--- config.mk ---
export PLATFORM = sky130hd
export DESIGN_NAME = sysctl_regs
export DESIGN_NICKNAME = d
export VERILOG_FILES = /design/src/rtl/sysctl_pkg.sv /design/src/rtl/sysctl_decode.sv /design/src/rtl/sysctl_store.sv /design/src/rtl/sysctl_regs.sv
export SDC_FILE = /design/constraint.sdc
export NUM_CORES = 1
export LEC_CHECK = 0
export ABC_AREA = 1
export BUFFER_PORTS_ARGS = -buffer_cell sky130_fd_sc_hd__buf_2
export CAP_MARGIN = 0
export CORE_MARGIN = 2
export CORE_UTILIZATION = 25
export DETAILED_ROUTE_END_ITERATION = 8
export GPL_TIMING_DRIVEN = 0
export SLEW_MARGIN = 20
export SYNTH_ARGS = -nofsm -noshare
export SYNTH_HDL_FRONTEND = slang
export SYNTH_HIERARCHICAL = 1
export SYNTH_SLANG_ARGS = --single-unit
--- constraint.sdc ---
create_clock -name clk -period 2.6 [get_ports clk]
set_input_delay 0.13 -clock clk [delete_from_list [all_inputs] [get_ports clk]]
set_output_delay 0.13 -clock clk [all_outputs]
set_load 0.005 [all_outputs]
--- src/rtl/sysctl_pkg.sv ---
package sysctl_pkg;

  localparam logic [15:0] A_PSW    = 16'o177776;
  localparam logic [15:0] A_STKLIM = 16'o177774;
  localparam logic [15:0] A_MPBRK  = 16'o177770;
  localparam logic [15:0] A_CPUERR = 16'o177766;
  localparam logic [15:0] A_SYSID  = 16'o177764;
  localparam logic [15:0] A_SIZEHI = 16'o177762;
  localparam logic [15:0] A_SIZELO = 16'o177760;
  localparam logic [15:0] A_MAINT  = 16'o177750;
  localparam logic [15:0] A_CONS   = 16'o177570;

  localparam logic [15:0] SYSID_VAL = 16'o011064;
  localparam logic [7:0]  TRAP_VEC  = 8'o004;

  typedef enum logic [3:0] {
    SEL_NONE, SEL_PSW, SEL_STK, SEL_MPB, SEL_ERR,
    SEL_ID, SEL_SZHI, SEL_SZLO, SEL_MAINT, SEL_CONS
  } sel_e;

  function automatic logic [15:0] merge_half(input logic [15:0] old,
                                             input logic [7:0] b,
                                             input logic hi);
    return hi ? {b, old[7:0]} : {old[15:8], b};
  endfunction

  function automatic logic [15:0] psw_next(input logic [15:0] old, input logic [15:0] d,
                                           input logic byte_acc, input logic hi);
    logic [15:0] v;
    v = byte_acc ? merge_half(old, d[7:0], hi) : d;
    v[4] = 1'b0;
    return v;
  endfunction

  function automatic logic [15:0] stk_next(input logic [15:0] old, input logic [15:0] d,
                                           input logic byte_acc, input logic hi);
    return byte_acc ? (merge_half(old, d[7:0], hi) | 16'h00FF) : {d[15:8], 8'h00};
  endfunction

  function automatic logic [15:0] mpb_next(input logic [15:0] old, input logic [15:0] d,
                                           input logic byte_acc, input logic hi);
    return byte_acc ? merge_half(old, d[7:0], hi) : {8'h00, d[7:0]};
  endfunction

  function automatic logic [31:0] size_value(input longint unsigned mem_bytes);
    return 32'(mem_bytes / 64 - 1);
  endfunction

endpackage

--- src/rtl/sysctl_decode.sv ---
module sysctl_decode
  import sysctl_pkg::*;
(
  input  logic [15:0] addr,
  input  logic        byte_acc,
  output sel_e        sel,
  output logic        odd_fault
);
  logic [15:0] even_addr;
  assign even_addr = {addr[15:1], 1'b0};
  assign odd_fault = !byte_acc && addr[0];

  always_comb begin
    case (even_addr)
      A_PSW:    sel = SEL_PSW;
      A_STKLIM: sel = SEL_STK;
      A_MPBRK:  sel = SEL_MPB;
      A_CPUERR: sel = SEL_ERR;
      A_SYSID:  sel = SEL_ID;
      A_SIZEHI: sel = SEL_SZHI;
      A_SIZELO: sel = SEL_SZLO;
      A_MAINT:  sel = SEL_MAINT;
      A_CONS:   sel = SEL_CONS;
      default:  sel = SEL_NONE;
    endcase
  end
endmodule

--- src/rtl/sysctl_store.sv ---
module sysctl_store
  import sysctl_pkg::*;
#(
  parameter int ERR_W = 8
) (
  input  logic             clk,
  input  logic             rst_n,
  input  logic             wr_en,
  input  sel_e             sel,
  input  logic             byte_acc,
  input  logic             hi,
  input  logic [15:0]      wdata,
  input  logic [ERR_W-1:0] err_flags,
  output logic [15:0]      psw_q,
  output logic [15:0]      stk_q,
  output logic [15:0]      mpb_q,
  output logic [ERR_W-1:0] err_q,
  output logic [15:0]      led_q
);
  logic wr_psw, wr_stk, wr_mpb, wr_err, wr_led;
  assign wr_psw = wr_en && sel == SEL_PSW;
  assign wr_stk = wr_en && sel == SEL_STK;
  assign wr_mpb = wr_en && sel == SEL_MPB;
  assign wr_err = wr_en && sel == SEL_ERR;
  assign wr_led = wr_en && sel == SEL_CONS;

  always_ff @(posedge clk) begin
    if (!rst_n) begin
      psw_q <= '0;
      stk_q <= '0;
      mpb_q <= '0;
      err_q <= '0;
      led_q <= '0;
    end else begin
      if (wr_psw) psw_q <= psw_next(psw_q, wdata, byte_acc, hi);
      if (wr_stk) stk_q <= stk_next(stk_q, wdata, byte_acc, hi);
      if (wr_mpb) mpb_q <= mpb_next(mpb_q, wdata, byte_acc, hi);
      if (wr_led) led_q <= byte_acc ? merge_half(led_q, wdata[7:0], hi) : wdata;
      err_q <= wr_err ? err_flags : (err_q | err_flags);
    end
  end

  a_r2_trace_cleared: assert property (@(posedge clk) disable iff (!rst_n)
    wr_psw |=> !psw_q[4]);
  a_r3_psw_low_kept: assert property (@(posedge clk) disable iff (!rst_n)
    (wr_psw && byte_acc && hi) |=> psw_q[7:0] == ($past(psw_q[7:0]) & 8'hEF));
  a_r4_stk_byte_low_ones: assert property (@(posedge clk) disable iff (!rst_n)
    (wr_stk && byte_acc) |=> stk_q[7:0] == 8'hFF);
  a_r4_stk_word_low_zero: assert property (@(posedge clk) disable iff (!rst_n)
    (wr_stk && !byte_acc) |=> stk_q[7:0] == 8'h00);
  a_r5_mpb_word_high_zero: assert property (@(posedge clk) disable iff (!rst_n)
    (wr_mpb && !byte_acc) |=> mpb_q[15:8] == 8'h00);
  a_r6_err_cleared: assert property (@(posedge clk) disable iff (!rst_n)
    wr_err |=> err_q == $past(err_flags));
endmodule

--- src/rtl/sysctl_regs.sv ---
module sysctl_regs
  import sysctl_pkg::*;
#(
  parameter longint unsigned MEM_BYTES = 64'd4194304,
  parameter int              ERR_W     = 8
) (
  input  logic             clk,
  input  logic             rst_n,
  input  logic             req_valid,
  input  logic [15:0]      req_addr,
  input  logic             req_byte,
  input  logic             req_we,
  input  logic [15:0]      req_wdata,
  input  logic [ERR_W-1:0] err_flags,
  input  logic [15:0]      sw_in,
  output logic [15:0]      rd_data,
  output logic [15:0]      led_out,
  output logic             trap_valid,
  output logic             trap_odd,
  output logic [7:0]       trap_vector
);
  localparam logic [31:0] SIZE_VAL = size_value(MEM_BYTES);

  sel_e        sel;
  logic        odd_fault;
  logic        miss_fault;
  logic        fault;
  logic        wr_ok;
  logic        rd_ok;
  logic [15:0] psw_q, stk_q, mpb_q, led_q;
  logic [ERR_W-1:0] err_q;
  logic [15:0] word_val;
  logic [15:0] rd_val;

  sysctl_decode u_decode (
    .addr      (req_addr),
    .byte_acc  (req_byte),
    .sel       (sel),
    .odd_fault (odd_fault)
  );

  assign miss_fault = sel == SEL_NONE;
  assign fault      = odd_fault || miss_fault;
  assign wr_ok      = req_valid && req_we && !fault;
  assign rd_ok      = req_valid && !req_we && !fault;

  sysctl_store #(.ERR_W(ERR_W)) u_store (
    .clk       (clk),
    .rst_n     (rst_n),
    .wr_en     (wr_ok),
    .sel       (sel),
    .byte_acc  (req_byte),
    .hi        (req_addr[0]),
    .wdata     (req_wdata),
    .err_flags (err_flags),
    .psw_q     (psw_q),
    .stk_q     (stk_q),
    .mpb_q     (mpb_q),
    .err_q     (err_q),
    .led_q     (led_q)
  );

  always_comb begin
    case (sel)
      SEL_PSW:   word_val = psw_q;
      SEL_STK:   word_val = stk_q;
      SEL_MPB:   word_val = mpb_q;
      SEL_ERR:   word_val = 16'(err_q);
      SEL_ID:    word_val = SYSID_VAL;
      SEL_SZHI:  word_val = SIZE_VAL[31:16];
      SEL_SZLO:  word_val = SIZE_VAL[15:0];
      SEL_MAINT: word_val = 16'd1;
      SEL_CONS:  word_val = sw_in;
      default:   word_val = '0;
    endcase
    if (!req_byte)            rd_val = word_val;
    else if (sel == SEL_ERR)  rd_val = 16'(err_q[7:0]);
    else if (req_addr[0])     rd_val = {8'h00, word_val[15:8]};
    else                      rd_val = {8'h00, word_val[7:0]};
  end

  always_ff @(posedge clk) begin
    if (!rst_n) begin
      rd_data     <= '0;
      trap_valid  <= 1'b0;
      trap_odd    <= 1'b0;
      trap_vector <= '0;
    end else begin
      if (rd_ok) rd_data <= rd_val;
      trap_valid  <= req_valid && fault;
      trap_odd    <= req_valid && odd_fault;
      trap_vector <= (req_valid && fault) ? TRAP_VEC : 8'h00;
    end
  end

  assign led_out = led_q;

  a_r10_odd_word_traps: assert property (@(posedge clk) disable iff (!rst_n)
    (req_valid && !req_byte && req_addr[0]) |=> (trap_valid && trap_odd && trap_vector == 8'o004));
  a_r11_miss_traps: assert property (@(posedge clk) disable iff (!rst_n)
    (req_valid && req_byte && miss_fault) |=> (trap_valid && !trap_odd && trap_vector == 8'o004));
  a_r1_idle_no_trap: assert property (@(posedge clk) disable iff (!rst_n)
    !req_valid |=> !trap_valid);
  a_r1_idle_hold: assert property (@(posedge clk) disable iff (!rst_n)
    !req_valid |=> $stable(rd_data));
  a_r7_id_constant: assert property (@(posedge clk) disable iff (!rst_n)
    (req_valid && !req_we && !req_byte && req_addr == 16'o177764) |=> rd_data == 16'o011064);
endmodule

Word-level counts from Yosys, hierarchy flattened. Cells that the tools add are included. Widths: inputs -> output; s select.

Flip-flop bits (word level): 97. Output and inout port bits: 42. Logic and storage cells: 71.

Equality and inequality tests: 19. Muxes and demuxes: 14. Bitwise operators: 1. Reductions and logical operators: 24.

Operators with widths (number): $eq 15x15->1 const B (9); $mux 16 (8); $pmux 16 s8 (1); $pmux 4 s9 (1); $mux 8 (3); $reduce_and 2->1 (7); $eq 4x3->1 const B (3); $logic_and 1x1->1 (12); $eq 4x2->1 const B (2); $eq 4x4->1 const B (2); $or 8x8->8 (1); $eq 4x1->1 const B (1); $logic_not 4->1 (1); $ne 2x2->1 const B (2); $logic_not 1->1 (3); $mux 3 (1); $logic_or 1x1->1 (1).

Logic depth before layout (Yosys ltp). Gate-level depths: netlist of the first run.

Word-level depth: 8. Mapped depth: 17. Depth with buffers taken out: 17.

Cells and area by module. Netlist of the first run, hierarchy kept.

Modules (own cells, without submodules): sysctl_store (instances 1, cells each 415, area each 2815.2 µm², seq. area each 1281.2 µm²); sysctl_regs (instances 1, cells each 360, area each 1883.1 µm², seq. area each 360.3 µm²); sysctl_decode (instances 1, cells each 41, area each 168.9 µm², seq. area each 0.0 µm²).

Least setup slack after synthesis of the first run. Ideal clock, no wire load.

Kind: input-to-reg. From: input port req_addr[11]. To: register u_store.mpb_q[0]. Data arrival time: 2.145 ns. Required time: 2.487 ns. Setup slack: 0.342 ns. Stages: 16. Buffers on the path: 1. Cell sequence: nand2_1 -> inv_1 -> nand2_1 -> nor2_2 -> nand2_1 -> nor2_1 -> nor2_4 -> inv_2 -> o21ai_2 -> nor3_1 -> nand2_1 -> nor2_4 -> nand3_2 -> buf_6 -> nor2_1 -> nor2_1.

Longest elaborated chain between the ends: 8. Elaborated cells on any way between the ends: 17. Classes of those cells: 10 x eq/ne; 1 x mux; 6 x reduce/logical.

RTL lines: from (decl) (RTL line sysctl_regs.sv:10) `input logic [15:0] req_addr,`; $eq 15x15->1 (RTL line sysctl_decode.sv:14) `case (even_addr)`; $pmux 4 s9 * (RTL line sysctl_decode.sv:14); via sel[2] (RTL line sysctl_regs.sv:24) `sel_e sel;`; $logic_not 4->1 * (RTL line sysctl_regs.sv:42) `assign miss_fault = sel == SEL_NONE;`; $logic_or 1x1->1 * (RTL line sysctl_regs.sv:43) `assign fault = odd_fault || miss_fault;`; $logic_not 1->1 * (RTL line sysctl_regs.sv:44) `assign wr_ok = req_valid && req_we && !fault;`; $logic_and 1x1->1 * (RTL line sysctl_regs.sv:44); via wr_ok (RTL line sysctl_regs.sv:28) `logic wr_ok;`; $logic_and 1x1->1 * (RTL line sysctl_store.sv:23) `assign wr_mpb = wr_en && sel == SEL_MPB;`; $reduce_and 2->1 (no source line) *; to (signal assigned) (RTL line sysctl_store.sv:37) `if (wr_mpb) mpb_q <= mpb_next(mpb_q, wdata, byte_acc, hi);`; to (decl) (RTL line sysctl_store.sv:16) `output logic [15:0] mpb_q,`.

Mark *: on every way through the listed nets, which the timed path passes. The rest lies on a longest branch. A chain may end at the register's enable or synchronous reset.

Worst setup path in the final report of the first run.
From: input port req_addr[11]. To: register u_store.psw_q[2].

Longest elaborated chain between the ends: 8. Elaborated cells on any way between the ends: 17. Classes of those cells: 10 x eq/ne; 1 x mux; 6 x reduce/logical.

RTL lines: $eq 15x15->1 (RTL line sysctl_decode.sv:14); $pmux 4 s9 * (RTL line sysctl_decode.sv:14); via sel[1] (RTL line sysctl_regs.sv:24); $logic_not 4->1 * (RTL line sysctl_regs.sv:42); $logic_or 1x1->1 * (RTL line sysctl_regs.sv:43); $logic_not 1->1 * (RTL line sysctl_regs.sv:44); $logic_and 1x1->1 * (RTL line sysctl_regs.sv:44); via wr_ok (RTL line sysctl_regs.sv:28); $logic_and 1x1->1 * (RTL line sysctl_store.sv:21) `assign wr_psw = wr_en && sel == SEL_PSW;`; $reduce_and 2->1 (no source line) *; to (signal assigned) (RTL line sysctl_store.sv:35) `if (wr_psw) psw_q <= psw_next(psw_q, wdata, byte_acc, hi);`; to (decl) (RTL line sysctl_store.sv:14) `output logic [15:0] psw_q,`.

Marked as above.

==> flow_metrics.env, run 1 <==
export IMPL_grtUsageTotal_pct=14.9
export IMPL_power_leakage_nw=3.18
export IMPL_start_util_pct=25.3
export IMPL_cts_tree="built"
export IMPL_cp_data_arrival_time_ps=2620
export IMPL_ctsHoldBuffers=0
export IMPL_drive_gt1_share_pct=19.4
export IMPL_path_common_cell="nand2_1"
export IMPL_worst_path_max_fanout=10
export IMPL_via_count=5049
export IMPL_worstSkewPairLatency_ps=350
export IMPL_drc_errors=0
export IMPL_finalSetupTns_ps=0
export IMPL_hold_viol_final=0
export IMPL_grt_pass1_vias=4603
export IMPL_status="finished clean"
export IMPL_viasPerCell=4.21
export IMPL_path_cells="buf_2, nand2_1, inv_1, nand2_1, nor2_2, nand2_1, nor2_2, inv_1, nand2_1, o21ai_2, nor3_2, nand2_1, nor2_4, nand3_2, buf_6, nor2_1, nor2_1"
export IMPL_power_internal_mw=2.29
export IMPL_synth_cell_area_um2=4870
export IMPL_die_area_um2=20600
export IMPL_hold_class="in -> reg"
export IMPL_vdd_drop_max_mv=0.328
export IMPL_grt_max_degree=15
export IMPL_rows=51
export IMPL_slowest_stage="nor2_2"
export IMPL_cts_sinks=82
export IMPL_ctsHtreeMaxLevel=3
export IMPL_cts_root_buffer="clkbuf_16"
export IMPL_end_kind="register"
export IMPL_chipHeight_um=144
export IMPL_ys_seq_elements=82
export IMPL_antenna_found_initial=0
export IMPL_syn_to_final_growth_pct=24.6
export IMPL_pwr_density_cell_nw_per_um2=490
export IMPL_worstSetupPathType="in -> reg"
export IMPL_ys_types=27
export IMPL_clk_pin_slew_worst_paths_ps=60
export IMPL_diodes=0
export IMPL_cp_required_ps=2840
export IMPL_finalWorstSetupSlack_ps=221
export IMPL_first_pass_iters=5
export IMPL_place_area_um2=5700
export IMPL_dieWidth_um=144
export IMPL_cts_buffer_depth=2
export IMPL_ys_seq_area_share_pct=33.7
export IMPL_gp_congestion=0.831
export IMPL_skew_ps=5.66
export IMPL_cap_violations=0
export IMPL_numCtsBuffers=9
export IMPL_fin_crit_ps=2380
export IMPL_fin_util_pct=31.5
export IMPL_power_frac_seq_pct=42.8
export IMPL_dp_final_hpwl_um=11600
export IMPL_grt_pass1_wl_um=23600
export IMPL_coreArea_um2=19300
export IMPL_port_buffer_count=95
export IMPL_drt_total_wl_um=14800
export IMPL_power_switching_share_pct=23.0
export IMPL_dp_slack_ps=-545
export IMPL_setup_viol=0
export IMPL_yosysWarnings=6
export IMPL_min_period_over_period_pct=91.5
export IMPL_grt_ovfl_total=0
export IMPL_p_sw_mw=0.683
export IMPL_antenna_left=0
export IMPL_final_cell_area_um2=6060
export IMPL_syn_mean_instance_area_um2=5.96
export IMPL_syn_inst=816
export IMPL_max_freq_mhz=420
export IMPL_wire_per_inst_um=12.4
export IMPL_start_kind="input pin"
export IMPL_slowest_delay_ps=320
export IMPL_combPwrFrac_pct=7.6
export IMPL_drt_iter0_drc=304
export IMPL_top_level_ports=103
export IMPL_clkPwrFrac_pct=49.6
export IMPL_nets=989
export IMPL_slew_violations=0
==> layout make-up <==
cell class,instances,area [um2]
buffer,47,284
clock buffer,9,225
clock inverter,7,118
fill,2211,13200
inverter,113,427
multi-input combinational,580,2560
sequential,82,1640
tap,265,332
timing repair buffer,95,475
==> metrics by stage <==
stage | power, mW | instances | hold slack [ps]
after floorplan | 1.42 | 822 | 251
after global placement | 1.52 | 1182 | 374
after detailed placement | 1.52 | 1182 | 378
after CTS | 3.03 | 1198 | 1.03
after global routing | 3.09 | 1198 | 17.5
final | 2.97 | 1198 | 12.3
==> power groups by stage <==
stage                     logic (mW)  clock network (mW)  registers [mW]
final                          0.226                1.47            1.27
after global routing           0.255                1.57            1.27
after CTS                      0.226                1.53            1.27
after detailed placement       0.225                   0            1.30
after global placement         0.225                   0            1.30
after floorplan                0.125                   0            1.30
==> layer usage <==
metal / global-route usage, % / part of all wire, % / vias to the layer above
li1: - / - / 2726
met1: 21.2 / 51 / 2167
met2: 22.4 / 42 / 146
met3: 3.40 / 6.7 / 10
met4: 4.28 / 1.1 / 0
met5: 0 / 0 / -
==> worst paths after layout <==
kind	end	from	slack, ps	cells after the start
worst max-delay path	u_store/psw_q[2]	req_addr[11]	220	17
worst min-delay path	u_store/err_q[6]	err_flags[6]	10	3
worst max register to register	rd_data[6]	u_store/stk_q[6]	1230	9
worst min register to register	rd_data[15]	rd_data[15]	460	2
==> layout by cell type, fill, tap and decap left out, drive strengths merged <==
cell type,n
clkbuf,13
nand2,239
a21oi,43
nand3b,7
clkinv,8
inv,109
and2,1
bufinv,3
o21ai,3
dfxtp,82
nor2,136
nor3,4
nand3,139
conb,8
buf,138
==> synth_stat cells <==
library cell | number | area share (%)
nor3_1 | 2 | 0.21
nor2_2 | 4 | 0.51
nor3_2 | 1 | 0.21
dfxtp_1 | 82 | 34
inv_2 | 7 | 0.54
nand3_1 | 136 | 14
buf_6 | 2 | 0.46
and2_0 | 1 | 0.13
o21ai_0 | 1 | 0.10
inv_1 | 101 | 7.8
nand2_1 | 237 | 18
nor3_4 | 1 | 0.33
o21ai_2 | 1 | 0.18
nor2_4 | 6 | 1.4
inv_4 | 1 | 0.13
clkbuf_1 | 4 | 0.31
nand2_2 | 2 | 0.26
buf_1 | 3 | 0.23
buf_2 | 20 | 2.1
conb_1 | 2 | 0.15
nand3_2 | 3 | 0.62
a21oi_1 | 43 | 4.4
nand3b_1 | 7 | 1.1
nor2_1 | 126 | 9.7
buf_4 | 18 | 2.8
clkinv_1 | 4 | 0.31
o21ai_1 | 1 | 0.10
==> critical path, delay by kind of cell <==
kind / cells / cell delay [ps]
AND/OR/NAND/NOR: 12 / 1940
buffers and inverters: 4 / 430
AO/OA/AOI/OAI: 1 / 110
==> registers in the layout, indices dropped and copies added (netlist names) <==
name / cells
rd_data: 16
u_store/led_q: 16
u_store/mpb_q: 16
u_store/psw_q: 15
u_store/stk_q: 9
u_store/err_q: 8
trap_odd: 1
trap_vector: 1
==> timing repair <==
item | in CTS | in global routing
resized for setup | 2 | 4
buffers inserted | 0 | 0
setup endpoints to repair | 60 | 64
==> logic make-up after synthesis <==
| logic type | count (synthesis) | synth area share, % |
|---|---|---|
| flip-flops | 82 | 33.7 |
| AO/OA/AOI/OAI | 46 | 4.81 |
| other | 2 | 0.154 |
| AND/OR/NAND/NOR | 526 | 46.7 |
| buffers and inverters | 160 | 14.6 |
Note: power is estimated with default switching activity, not from simulation.
==> inputs of run 2 (changes only) <==
--- a/config.mk
+++ b/config.mk
@@ -9,9 +9,10 @@
 export BUFFER_PORTS_ARGS = -buffer_cell sky130_fd_sc_hd__buf_2
 export CAP_MARGIN = 0
 export CORE_MARGIN = 2
-export CORE_UTILIZATION = 25
+export CORE_UTILIZATION = 55
 export DETAILED_ROUTE_END_ITERATION = 8
 export GPL_TIMING_DRIVEN = 0
+export PLACE_DENSITY = 0.8
 export SLEW_MARGIN = 20
 export SYNTH_ARGS = -nofsm -noshare
 export SYNTH_HDL_FRONTEND = slang
==> run 2 against run 1 <==
Against the previous run: sequential share of layout area is 1.1 points higher; critical endpoint unchanged; setup slack worse by 32 ps; cell area is 3.8% lower; clock-buffer cell count is 2 higher; fmax is 1.3% lower; sequential cell count stayed put; register-to-register slack hardly changed; combinational power is 4% higher.
==> flow_metrics.env, run 2 (synthesized netlist as in run 1, its figures left out) <==
export IMPL_status="finished clean"
export IMPL_die_area_um2=9620
export IMPL_dieWidth_um=98.1
export IMPL_syn_to_final_growth_pct=19.8
export IMPL_max_freq_mhz=415
export IMPL_fin_crit_ps=2410
export IMPL_slew_violations=0
export IMPL_pwr_density_cell_nw_per_um2=460
export IMPL_setup_viol=0
export IMPL_antenna_left=0
export IMPL_min_period_over_period_pct=92.7
export IMPL_final_cell_mix="nand2_1 (237), nand3_1 (136), nor2_1 (123)"
export IMPL_coreArea_um2=8640
export IMPL_clkPwrFrac_pct=43.9
export IMPL_numCtsBuffers=9
export IMPL_cts_tree="built"
export IMPL_worstSkewPairLatency_ps=360
export IMPL_cap_violations=0
export IMPL_hold_class="in -> reg"
export IMPL_wire_per_inst_um=13.7
export IMPL_grt_pass1_wl_um=23500
export IMPL_dp_slack_ps=-486
export IMPL_grtUsageTotal_pct=30.0
export IMPL_met2_usage_pct=51.5
export IMPL_start_util_pct=56.4
export IMPL_drive_gt1_share_pct=19.2
export IMPL_use_met1_pct=39.0
export IMPL_start_kind="input pin"
export IMPL_worst_path_max_fanout=10
export IMPL_p_sw_mw=0.651
export IMPL_viasPerCell=5.16
export IMPL_drt_total_wl_um=14400
export IMPL_grt_ovfl_total=0
export IMPL_drt_iter0_drc=344
export IMPL_end_kind="register"
export IMPL_cts_root_buffer="clkbuf_8"
export IMPL_rr_worst_depth=9
export IMPL_place_area_um2=5500
export IMPL_final_cell_area_um2=5830
export IMPL_rows=34
export IMPL_grt_pass1_vias=5027
export IMPL_power_internal_mw=2.03
export IMPL_first_pass_iters=5
export IMPL_skew_ps=8.66
export IMPL_cts_buffer_depth=2
export IMPL_gp_congestion=0.886
export IMPL_via_count=5398
export IMPL_top_level_ports=103
export IMPL_grt_max_degree=15
export IMPL_combPwrFrac_pct=8.7
export IMPL_drc_errors=0
export IMPL_hold_viol_final=0
export IMPL_grt_busiest_layer="met2"
export IMPL_min_path_cells=3
export IMPL_power_switching_share_pct=24.3
export IMPL_power_frac_seq_pct=47.4
export IMPL_vdd_drop_max_mv=0.292
export IMPL_cp_required_ps=2890
export IMPL_tightest_slew_ps=545
export IMPL_relSlewSlack_pct=63.7
export IMPL_worstSetupPathType="in -> reg"
export IMPL_dp_final_hpwl_um=10900
export IMPL_reg_top3="rd_data x16, u_store/led_q x16, u_store/mpb_q x16"
export IMPL_cts_sinks=82
export IMPL_diodes=0
export IMPL_ctsHtreeMaxLevel=3
export IMPL_antenna_found_initial=0
export IMPL_use_met3_pct=3.36
export IMPL_final_common_cell="nand2_1"
export IMPL_chipHeight_um=98.1
export IMPL_cp_data_arrival_time_ps=2700
export IMPL_nets=995
export IMPL_port_buffer_count=95
export IMPL_power_leakage_nw=3.16
export IMPL_finalWorstSetupSlack_ps=189
export IMPL_clk_pin_slew_worst_paths_ps=90
==> run 2: changes by cell type in the layout (fill, tap and decap cells not counted), sizes merged <==
cell / before / now
dlygate4sd3: 0 / 6
clkbuf: 13 / 15
clkinv: 8 / 5
inv: 109 / 110
==> run 2: worst paths after layout <==
path,startpoint,endpoint,slack [ps]
max,req_addr[11],u_store/psw_q[2],190
min,err_flags[3],u_store/err_q[3],10
max reg2reg,u_store/stk_q[6],rd_data[6],1230
min reg2reg,rd_data[9],rd_data[9],470
==> run 2: routing by layer <==
metal | vias up | wire [um]
li1 | 2726 | -
met1 | 2427 | 6270
met2 | 225 | 6820
met3 | 20 | 976
met4 | 0 | 286
met5 | - | 0
==> run 2: power groups by stage <==
stage	clock network, mW	registers, mW	logic (mW)
after floorplan	0	1.30	0.125
after global placement	0	1.30	0.214
after detailed placement	0	1.30	0.220
after CTS	1.20	1.27	0.228
after global routing	1.24	1.27	0.260
final	1.18	1.27	0.234
==> run 2: repair_timing <==
item	4_1_cts	5_1_grt
cloned	0	0
pin swaps	0	0
endpoints found under the setup margin	30	64
endpoints found under the hold margin	6	0
buffers inserted	0	0
hold buffers	6	0
gates resized for setup	1	4
==> run 2: critical path, stage by stage <==
cell and delay (ps):
buf_2 70, nand2_1 40, inv_1 50, nand2_1 60
nor2_2 160, nand2_1 130, nor2_2 440, nor2_4 120
inv_2 80, o21ai_2 90, nor3_2 290, nand2_1 170
nor2_4 250, nand3_2 190, buf_6 190, nand2_1 60
nand2_1 50, nor2_1 120
==> run 2: cell type report <==
| type | count | area (um2) |
|---|---|---|
| multi-input cells | 580 | 2560 |
| flip-flops and latches | 82 | 1640 |
| fillers | 873 | 2810 |
| plain buffers | 47 | 284 |
| repair buffers | 101 | 536 |
| clock inverters | 5 | 110 |
| well taps | 108 | 135 |
| clock buffers | 11 | 141 |
| inverters | 113 | 427 |
==> run 2: metrics by stage <==
stage               instances  hold WS (ps)  util (%)  total power, mW  setup TNS (ps)
global route             1047          23.9      67.5             2.77           -31.2
floorplan                 822           251         -             1.42               0
global placement         1025           368      63.7             1.51          -17380
detailed placement       1025           371      63.7             1.52          -23560
CTS                      1047          6.59      67.3             2.69               0
finish                   1047          14.9      67.5             2.68               0
==> inputs of run 3 (changes only) <==
--- a/config.mk
+++ b/config.mk
@@ -5,11 +5,10 @@
 export SDC_FILE = /design/constraint.sdc
 export NUM_CORES = 1
 export LEC_CHECK = 0
-export ABC_AREA = 1
 export BUFFER_PORTS_ARGS = -buffer_cell sky130_fd_sc_hd__buf_2
 export CAP_MARGIN = 0
 export CORE_MARGIN = 2
-export CORE_UTILIZATION = 55
+export CORE_UTILIZATION = 54
 export DETAILED_ROUTE_END_ITERATION = 8
 export GPL_TIMING_DRIVEN = 0
 export PLACE_DENSITY = 0.8
==> run 3 against run 2 <==
Against the previous run: non-clock buffer count is 12 higher; power is 7.2% lower; critical path type unchanged; register-to-register slack worse by 310 ps; sequential cell count stayed put; worst hold slack worse by 5.3 ps; cell area is 7.4% lower; largest power group unchanged; fmax is 1.3% lower; cell count is 29% lower; via count is 14% lower; critical path depth is 7 lower; highest routed layer unchanged; routed wire length is 3.9% lower; synthesized cell count is 37% lower.
==> flow_metrics.env, run 3 <==
export IMPL_dp_final_hpwl_um=10200
export IMPL_r2r_start="u_store/stk_q[6]"
export IMPL_clk_pin_slew_worst_paths_ps=90
export IMPL_reg_top3="rd_data x16, u_store/led_q x16, u_store/mpb_q x16"
export IMPL_grt_pass1_vias=4163
export IMPL_port_buffer_count=95
export IMPL_rsz0062_at_grt="false"
export IMPL_ys_async_sr_fraction_pct=0
export IMPL_ys_seq_area_share_pct=36.8
export IMPL_syn_mean_instance_area_um2=8.65
export IMPL_clkPwrFrac_pct=40.5
export IMPL_register_area_um2=1640
export IMPL_final_common_cell="buf_2"
export IMPL_end_kind="register"
export IMPL_holdWs_ps=9.54
export IMPL_cp_data_arrival_time_ps=2730
export IMPL_synth_edf_count=0
export IMPL_diodes=0
export IMPL_startpoint="req_addr[13]"
export IMPL_worst_path_max_fanout=8
export IMPL_synth_cell_area_um2=4460
export IMPL_coreArea_um2=8130
export IMPL_status="finished clean"
export IMPL_yosys_cell_count_top_type="dfxtp_1"
export IMPL_cts_root_buffer="clkbuf_8"
export IMPL_antenna_left=0
export IMPL_ys_seq_elements=82
export IMPL_nets=696
export IMPL_syn_inst=516
export IMPL_via_count=4636
export IMPL_drt_total_wl_um=13800
export IMPL_drc_errors=0
export IMPL_hold_viol_final=0
export IMPL_vdd_drop_max_mv=0.324
export IMPL_min_period_over_period_pct=93.9
export IMPL_p_sw_mw=0.632
export IMPL_power_switching_share_pct=25.4
export IMPL_synth_ff_type="dfxtp_1"
export IMPL_grt_pass1_wl_um=21100
export IMPL_grt_max_degree=15
export IMPL_num_fill_cells=716
export IMPL_viasPerCell=6.22
export IMPL_netlist_top_cells_count="dfxtp_1 (82), nand2_1 (52), a31oi_1 (37)"
export IMPL_tightest_slew_ps=839
export IMPL_rows=33
export IMPL_cts_tree="built"
export IMPL_combPwrFrac_pct=8.2
export IMPL_cts_buffer_depth=2
export IMPL_grtUsageTotal_pct=30.7
export IMPL_setup_viol=0
export IMPL_final_cell_mix="buf_2 (109), dfxtp_1 (82), nand2_1 (52)"
export IMPL_syn_to_final_growth_pct=20.9
export IMPL_worstSetupPathType="in -> reg"
export IMPL_drt_iter0_drc=475
export IMPL_die_area_um2=9010
export IMPL_antenna_found_initial=0
export IMPL_cp_required_ps=2890
export IMPL_start_util_pct=54.9
export IMPL_worstSkewPairLatency_ps=370
export IMPL_skew_ps=13.9
export IMPL_power_internal_mw=1.86
export IMPL_first_pass_iters=6
export IMPL_ys_types=64
export IMPL_cts_sinks=82
export IMPL_power_frac_seq_pct=51.2
export IMPL_max_freq_mhz=410
export IMPL_place_area_um2=5090
export IMPL_chipHeight_um=94.9
export IMPL_hold_class="in -> reg"
export IMPL_fin_crit_ps=2440
export IMPL_pwr_density_cell_nw_per_um2=461
export IMPL_drive_gt1_share_pct=26.7
export IMPL_grt_ovfl_total=0
export IMPL_start_kind="input pin"
export IMPL_yosys_area_top_type="dfxtp_1"
export IMPL_top_level_ports=103
export IMPL_numCtsBuffers=9
export IMPL_dieWidth_um=94.9
export IMPL_relSlewSlack_pct=43.9
export IMPL_power_leakage_nw=2.22
export IMPL_synth_top_area_share_pct=36.8
export IMPL_slew_violations=0
export IMPL_yosysWarnings=6
export IMPL_multi_input_area_um2=2490
export IMPL_wire_per_inst_um=18.5
export IMPL_cap_violations=0
export IMPL_ctsHtreeMaxLevel=3
export IMPL_gp_congestion=0.981
export IMPL_ys_top_cells_by_area="dfxtp_1 (37%), mux2i_1 (5.6%), a31oi_1 (5.2%), a211oi_1 (4.5%), nand2_1 (4.4%)"
export IMPL_final_cell_area_um2=5400
export IMPL_worstHoldStart="req_valid"
export IMPL_post_cts_repair_setup_buffers=0
==> run 3: cell types whose count changed in the layout (fill, tap and decap cells not counted), moves of 25 or more <==
cell      change
nor2b_1      +28
a21oi_1      -25
nand3_1     -131
mux2i_1      +25
inv_1        -91
a31oi_1      +37
nor2_1      -112
nand2_1     -185
a211oi_1     +27
==> run 3: power groups by stage <==
stage               Sequential, mW  Clock, mW  Combinational, mW
floorplan                     1.30          0             0.0983
global placement              1.30          0              0.182
detailed placement            1.30          0              0.187
CTS                           1.27       1.00              0.197
global route                  1.28       1.06              0.221
finish                        1.27       1.01              0.205
==> run 3: timing repair <==
| action | CTS | global route |
|---|---|---|
| resized for setup | 0 | 4 |
| endpoints found under the setup margin | 0 | 50 |
| hold endpoints to repair | 8 | 0 |
| hold buffers | 8 | 0 |
==> run 3: layer usage <==
layer / GRT usage (%) / share of wire [%]
met5: 0 / 0
met4: 15.7 / 3.6
met3: 5.03 / 9.3
met2: 47.7 / 45
met1: 40.9 / 42
==> run 3: metrics by stage <==
step | utilization (%) | power, mW | TNS, ps | std cells | worst slack, ps
4_1_cts | 66.2 | 2.47 | 0 | 746 | 49.8
3_5_place_dp | 62.6 | 1.49 | -13530 | 722 | -310
3_3_place_gp | 62.6 | 1.49 | -7450 | 722 | -204
2_1_floorplan | - | 1.40 | 0 | 522 | 262
5_1_grt | 66.4 | 2.55 | 0 | 745 | 0.868
6_report | 66.4 | 2.49 | 0 | 745 | 158
==> run 3: final timing paths <==
kind | to | slack, ps | cells after the start
worst max-delay path | u_store/mpb_q[9] | 160 | 11
worst min-delay path | trap_vector[2] | 10 | 3
worst max register to register | rd_data[2] | 920 | 6
worst min register to register | u_store/led_q[0] | 460 | 2
==> run 3: cells by family (layout without fill, tap and decap cells) <==
kind of cell | count (synthesis) | count (layout) | synth area share (%)
flops | 82 | 82 | 36.8
other cells | 2 | 8 | 0.168
xor+xnor | 1 | 1 | 0.196
buf+inv | 69 | 187 | 8.41
simple gates | 154 | 154 | 20.7
mux | 25 | 25 | 5.61
compound gates | 183 | 183 | 28.1
==> run 3: area by class of cell <==
cell class,count,share of cell area (%)
Clock buffer,12,2.87
Clock inverter,4,1.04
Inverter,11,0.765
Timing Repair Buffer,103,10.3
Buffer,57,6.12
Tap cell,105,2.43
Multi-Input combinational cell,371,46.1
Sequential cell,82,30.4
==> run 3: worst max-delay path: stages <==
cell and delay [ps]:
buf_2 80, nand4_1 120, nor3_1 230, nor4b_4 450, nor4_2 120, nor2_1 130
and3_1 240, nand4bb_1 310, or3_1 450, clkbuf_1 210, o22ai_1 250
